<file path="src/rtl/sdr_mode_pkg.sv">
package sdr_mode_pkg;

    typedef enum logic [1:0] {
        CMD_DESEL    = 2'd0,
        CMD_NOP      = 2'd1,
        CMD_LOADMODE = 2'd2,
        CMD_OTHER    = 2'd3
    } sdr_cmd_e;

    localparam logic [1:0] TGT_MAIN = 2'b00;
    localparam logic [1:0] TGT_EXT  = 2'b01;

    typedef struct packed {
        logic [3:0] burst_len;
        logic       bl_rsvd;
        logic       interleave;
        logic [2:0] cas_lat;
        logic       cl_rsvd;
        logic       test_mode;
        logic       dll_req;
    } mode_fields_t;

    function automatic mode_fields_t decode_mode(input logic [8:0] w);
        mode_fields_t f;
        f = '0;
        case (w[2:0])
            3'b001:  f.burst_len = 4'd2;
            3'b010:  f.burst_len = 4'd4;
            3'b011:  f.burst_len = 4'd8;
            default: f.bl_rsvd   = 1'b1;
        endcase
        f.interleave = w[3];
        case (w[6:4])
            3'b011:  f.cas_lat = 3'd3;
            3'b100:  f.cas_lat = 3'd4;
            3'b101:  f.cas_lat = 3'd5;
            default: f.cl_rsvd = 1'b1;
        endcase
        f.test_mode = w[7];
        f.dll_req   = w[8];
        return f;
    endfunction

endpackage

</file>
<file path="src/rtl/sdr_cmd_decode.sv">
module sdr_cmd_decode
    import sdr_mode_pkg::*;
(
    input  logic     cs_n,
    input  logic     ras_n,
    input  logic     cas_n,
    input  logic     we_n,
    output sdr_cmd_e cmd
);
    always_comb begin
        if (cs_n)
            cmd = CMD_DESEL;
        else if ({ras_n, cas_n, we_n} == 3'b111)
            cmd = CMD_NOP;
        else if ({ras_n, cas_n, we_n} == 3'b000)
            cmd = CMD_LOADMODE;
        else
            cmd = CMD_OTHER;
    end
endmodule

</file>
<file path="src/rtl/sdr_mr_guard.sv">
module sdr_mr_guard
    import sdr_mode_pkg::*;
#(
    parameter int WR_CYCLES = 2
) (
    input  logic     clk,
    input  logic     rst,
    input  sdr_cmd_e cmd,
    input  logic     cke,
    input  logic [1:0] ba,
    input  logic     banks_idle,
    output logic     mr_we,
    output logic     emr_we,
    output logic     finishing,
    output logic     busy,
    output logic     violation
);
    localparam int CNT_W = $clog2(WR_CYCLES + 1);

    logic [CNT_W-1:0] win_cnt;
    logic             cke_prev;
    logic             in_win;
    logic             load_ok;
    logic             bad;

    assign in_win    = (win_cnt != '0);
    assign finishing = (win_cnt == CNT_W'(1));
    assign busy      = in_win;

    always_comb begin
        load_ok = 1'b0;
        bad     = 1'b0;
        if (in_win) begin
            bad = (cmd != CMD_NOP) && (cmd != CMD_DESEL);
        end else if (cmd == CMD_LOADMODE) begin
            load_ok = banks_idle && cke && cke_prev && !ba[1];
            bad     = !load_ok;
        end
    end

    assign mr_we  = load_ok && (ba == TGT_MAIN);
    assign emr_we = load_ok && (ba == TGT_EXT);

    always_ff @(posedge clk) begin
        if (rst) begin
            win_cnt   <= '0;
            cke_prev  <= 1'b0;
            violation <= 1'b0;
        end else begin
            cke_prev  <= cke;
            violation <= bad;
            if (load_ok)
                win_cnt <= CNT_W'(WR_CYCLES);
            else if (in_win)
                win_cnt <= win_cnt - 1'b1;
        end
    end


    cke_rule_chk: assert property (@(posedge clk) disable iff (rst)
        (mr_we || emr_we) |-> (cke && $past(cke)));


    window_len_chk: assert property (@(posedge clk) disable iff (rst)
        mr_we |=> busy ##1 busy ##1 !busy);


    no_write_in_window_chk: assert property (@(posedge clk) disable iff (rst)
        busy |-> !(mr_we || emr_we));


    viol_pulse_chk: assert property (@(posedge clk) disable iff (rst)
        (cmd == CMD_NOP && !busy) |=> !violation);
endmodule

</file>
<file path="src/rtl/sdr_mr_store.sv">
module sdr_mr_store
    import sdr_mode_pkg::*;
#(
    parameter int ADDR_W = 12
) (
    input  logic              clk,
    input  logic              rst,
    input  logic              mr_we,
    input  logic              emr_we,
    input  logic              finishing,
    input  logic [ADDR_W-1:0] addr,
    output logic [ADDR_W-1:0] mr_word,
    output logic [ADDR_W-1:0] emr_word,
    output mode_fields_t      fields,
    output logic              configured,
    output logic              dll_pulse
);
    logic dll_pend;

    always_ff @(posedge clk) begin
        if (rst) begin
            mr_word    <= '0;
            emr_word   <= '0;
            fields     <= decode_mode(9'd0);
            configured <= 1'b0;
            dll_pend   <= 1'b0;
            dll_pulse  <= 1'b0;
        end else begin
            dll_pulse <= finishing && dll_pend;
            if (mr_we) begin
                mr_word    <= addr;
                fields     <= decode_mode(addr[8:0]);
                configured <= 1'b1;
                dll_pend   <= addr[8];
            end else if (emr_we) begin
                emr_word <= addr;
                dll_pend <= 1'b0;
            end
        end
    end


    mr_hold_chk: assert property (@(posedge clk) disable iff (rst)
        !$past(mr_we) |-> $stable(mr_word));


    configured_sticky_chk: assert property (@(posedge clk) disable iff (rst)
        configured |=> configured);


    dll_one_cycle_chk: assert property (@(posedge clk) disable iff (rst)
        dll_pulse |=> !dll_pulse);


    bl_onehot_chk: assert property (@(posedge clk) disable iff (rst)
        $countones(fields.burst_len) <= 1);
endmodule

</file>
<file path="src/rtl/sdr_mode_unit.sv">
module sdr_mode_unit
    import sdr_mode_pkg::*;
#(
    parameter int ADDR_W    = 12,
    parameter int WR_CYCLES = 2
) (
    input  logic              clk,
    input  logic              rst,
    input  logic              cke,
    input  logic              cs_n,
    input  logic              ras_n,
    input  logic              cas_n,
    input  logic              we_n,
    input  logic [1:0]        ba,
    input  logic [ADDR_W-1:0] addr,
    input  logic              banks_idle,
    output logic [ADDR_W-1:0] mr_word,
    output logic [ADDR_W-1:0] emr_word,
    output logic [3:0]        burst_len,
    output logic              burst_interleave,
    output logic [2:0]        cas_latency,
    output logic              bl_reserved,
    output logic              cl_reserved,
    output logic              test_mode,
    output logic              dll_reset_pulse,
    output logic              configured,
    output logic              busy,
    output logic              violation
);
    sdr_cmd_e     cmd;
    logic         mr_we;
    logic         emr_we;
    logic         finishing;
    mode_fields_t fields;

    sdr_cmd_decode u_dec (
        .cs_n  (cs_n),
        .ras_n (ras_n),
        .cas_n (cas_n),
        .we_n  (we_n),
        .cmd   (cmd)
    );

    sdr_mr_guard #(.WR_CYCLES(WR_CYCLES)) u_guard (
        .clk        (clk),
        .rst        (rst),
        .cmd        (cmd),
        .cke        (cke),
        .ba         (ba),
        .banks_idle (banks_idle),
        .mr_we      (mr_we),
        .emr_we     (emr_we),
        .finishing  (finishing),
        .busy       (busy),
        .violation  (violation)
    );

    sdr_mr_store #(.ADDR_W(ADDR_W)) u_store (
        .clk        (clk),
        .rst        (rst),
        .mr_we      (mr_we),
        .emr_we     (emr_we),
        .finishing  (finishing),
        .addr       (addr),
        .mr_word    (mr_word),
        .emr_word   (emr_word),
        .fields     (fields),
        .configured (configured),
        .dll_pulse  (dll_reset_pulse)
    );

    assign burst_len        = fields.burst_len;
    assign burst_interleave = fields.interleave;
    assign cas_latency      = fields.cas_lat;
    assign bl_reserved      = fields.bl_rsvd;
    assign cl_reserved      = fields.cl_rsvd;
    assign test_mode        = fields.test_mode;


    idle_rule_chk: assert property (@(posedge clk) disable iff (rst)
        (mr_we || emr_we) |-> banks_idle);


    emr_no_touch_chk: assert property (@(posedge clk) disable iff (rst)
        $past(emr_we) |-> $stable(mr_word) && $stable(configured));
endmodule

</file>
<file path="config.mk">
export PLATFORM = sky130hd
export DESIGN_NAME = sdr_mode_unit
export DESIGN_NICKNAME = d
export VERILOG_FILES = /design/src/rtl/sdr_mode_pkg.sv /design/src/rtl/sdr_cmd_decode.sv /design/src/rtl/sdr_mr_guard.sv /design/src/rtl/sdr_mr_store.sv /design/src/rtl/sdr_mode_unit.sv
export SDC_FILE = /design/constraint.sdc
export NUM_CORES = 1
export LEC_CHECK = 0
export BUFFER_PORTS_ARGS = -buffer_cell sky130_fd_sc_hd__buf_4
export CELL_PAD_IN_SITES_DETAIL_PLACEMENT = 2
export CELL_PAD_IN_SITES_GLOBAL_PLACEMENT = 2
export CORE_MARGIN = 2
export CORE_UTILIZATION = 29
export DETAILED_ROUTE_END_ITERATION = 8
export PLACE_DENSITY_LB_ADDON = 0.08
export SLEW_MARGIN = 20
export SYNTH_ARGS = -nofsm -noshare
export SYNTH_HDL_FRONTEND = slang
export SYNTH_HIERARCHICAL = 1
export SYNTH_SLANG_ARGS = --single-unit
</file>
<file path="constraint.sdc">
create_clock -name clk -period 4.47 [get_ports clk]
set_clock_uncertainty 0.1 [all_clocks]
set_input_delay 0 -clock clk [delete_from_list [all_inputs] [get_ports clk]]
set_output_delay 0 -clock clk [all_outputs]
set_load 0.02 [all_outputs]
</file>
==> qor.txt <==
status - complete, no violations
startpoint class of the critical path - input pin
Cell Rows - 26
Top delay family on crit path - buffers and inverters
Crit path required time - 4.60 ns
vias - 1398
Initial Util - 29.78%
PortBufs - 59
Synth top cells by count - dfxtp_1, nand2_1, nor2_1
final core occ - 43.42%
Leak - 0.9192 nW
top-count cell post-synth - dfxtp_1
Core ar. - 5075 µm²
Nets - 257
worst r2r src - u_guard/cke_prev
CTS sink cnt - 39
Pre-Repair DR Iteration Count - 3
cts bufs inserted - 5
drt first-iter violations - 61
full die area - 5806 µm²
max-slew violation count - 0
DIE HEIGHT - 76.20 µm
worst-path fanout max - 22
R2R setup slack - 2.47 ns
hold path startpoint - ras_n
f_max - 0.4668 GHz
Synth Warn # - 6
Post-DRT Antenna Nets - 0
Total GRT Usage - 15.90%
Mapped Nets - 188
Netlist cell types - 31
Root Buffer - clkbuf_8
worst hold margin - 0.01649 ns
Routed WL - 4.285 mm
asr flop ratio synth - 0%
CP dominant cell by count - buf_4
worst skew pair latency - 0.29 ns
first-pass GRT wire length - 7.389 mm
area leader, netlist - dfxtp_1
TNS Setup - 0 ns
grt total ovfl - 0
CP startpoint - cs_n
CP Class - input pin to flip-flop
clock transition at the registers of the reported paths - 0.08 ns
drt drc - 0
Routed wire per std cell - 14.00 µm
average cell area after synthesis - 9.105 µm²
Vias/cell - 4.569
CP cell instances - dlygate4sd3_1 > buf_4 > a31oi_1 > nand4b_2 > nor2_2 > buf_4 > mux2_2 > nor2_1
Worst Setup End Kind - flip-flop
CP max-delay cell - dlygate4sd3_1
largest net degree at the start of global routing - 40
final setup fails - 0
post-layout minimum cycle time - 2.142 ns
Fin. Hold Viols - 0
crit-path max cell delay - 0.55 ns
hold crit path type - input pin to flip-flop
postcts setup bufs - 0
die span in x - 76.20 µm
sequential share of the synthesized area - 51.66%
area share of the largest cell type after synthesis - 51.66%
# IOs - 61
Max VDD drop - 0.1191 mV
final cycle utilization of the critical path - 47.92%
RSZ-0062 raised after global routing - false
layout cells sized above 1 - 30.93%
Main synth FF type - dfxtp_1
clk buf depth - 2
TritonCTS clock tree - yes
initial antenna violation count - 0
Synth Register Bits - 39
count of hold-fix buffers inserted at cts - 15
Syn-to-layout area delta - 45.78%
number of gates resized after cts - 0
Post-synth EDFFs - 0
Worst Path Buf+Inv - 3
Mapped Area - 1511 µm²
H-tree levels - 2
power per standard cell area - 284.9 nW/µm²
number of max-cap violations - 0
Syn Inst Count - 166
ANT cells - 0
Rel. slew slack - 65.51%
WP data arrival - 2.27 ns
placed wire-length estimate - 2.976 mm
GP Congestion - 0.7173
Tightest Pin Transition - 0.5173 ns
top cells by area, synth - dfxtp_1, mux2i_1, nand2_1
vias in the first global route - 1585
cells in the final DEF, fill, tap and decap left out, types with 2 or more instances in the layout:
master,count
nor2_1,21
clkinv_2,3
nand2_1,27
buf_4,60
nand2b_1,6
dfxtp_1,39
nor2_2,2
nor2b_1,3
inv_1,3
clkbuf_8,5
nor3b_1,4
nand3b_1,2
dlygate4sd3_1,15
mux2i_1,13
a21oi_1,17
through the flow:
stage	total power, mW	area [µm²]	cells	setup WS (ns)
detailed placement	0.3956	1969	283	2.471
CTS	0.6382	2203	306	2.299
finish	0.6278	2203	306	2.328
global placement	0.3945	1969	283	2.522
global route	0.6607	2203	306	2.139
floorplan	0.3719	1511	166	2.917
area by class of cell:
type / instances / area, µm²
well taps: 70 / 87.58
repair buffers: 75 / 600.6
fillers: 579 / 2872
clock buffers: 5 / 68.82
flip-flops and latches: 39 / 780.7
inverters: 3 / 11.26
clock inverters: 3 / 15.01
multi-input cells: 111 / 639.4
flip-flops by register name, summed over array words and instances (netlist names):
register / count
u_guard/win_cnt: 2
u_store/mr_word: 12
u_guard/violation: 1
u_guard/cke_prev: 1
u_store/dll_pulse: 1
u_store/fields: 8
u_store/configured: 1
u_store/emr_word: 12
u_store/dll_pend: 1
routing by layer:
metal / part of all wire [%] / routed length [µm] / global-route usage, % / up-vias
met5: 0 / 0 / 0 / -
met1: 40 / 1716 / 16.37 / 676
met2: 54 / 2295 / 30.63 / 40
li1: - / - / - / 677
met3: 4.9 / 211 / 4.147 / 5
met4: 1.4 / 61 / 6.000 / 0
power by group:
| part | total (mW) | internal [mW] | switching (mW) |
|---|---|---|---|
| Clock | 0.230 | 0.107 | 0.123 |
| Sequential | 0.349 | 0.349 | 0.000614 |
| Combinational | 0.0484 | 0.0265 | 0.0219 |
| Total | 0.628 | 0.482 | 0.146 |
kinds of logic after synthesis:
group	count (synthesis)	synth area share [%]
multiplexers	14	9.354
AO/OA/AOI/OAI	22	8.113
buffers and inverters	16	6.208
other	1	0.2481
AND/OR/NAND/NOR	73	23.84
XOR/XNOR	1	0.5796
flip-flops	39	51.66
worst paths after layout:
check,end,cells past startpoint
min,u_guard/violation,3
min reg2reg,u_store/dll_pulse,2
max reg2reg,u_store/fields[4],6
max,u_store/fields[4],8
tightest hold or removal path, delay by kind of cell:
kind | cells | cell delay (ns)
and+or+nand+nor | 1 | 0.17
buffers and inverters | 1 | 0.09
AOI/OAI and AO/OA | 1 | 0.10
Note: power is estimated with default switching activity, not from simulation.
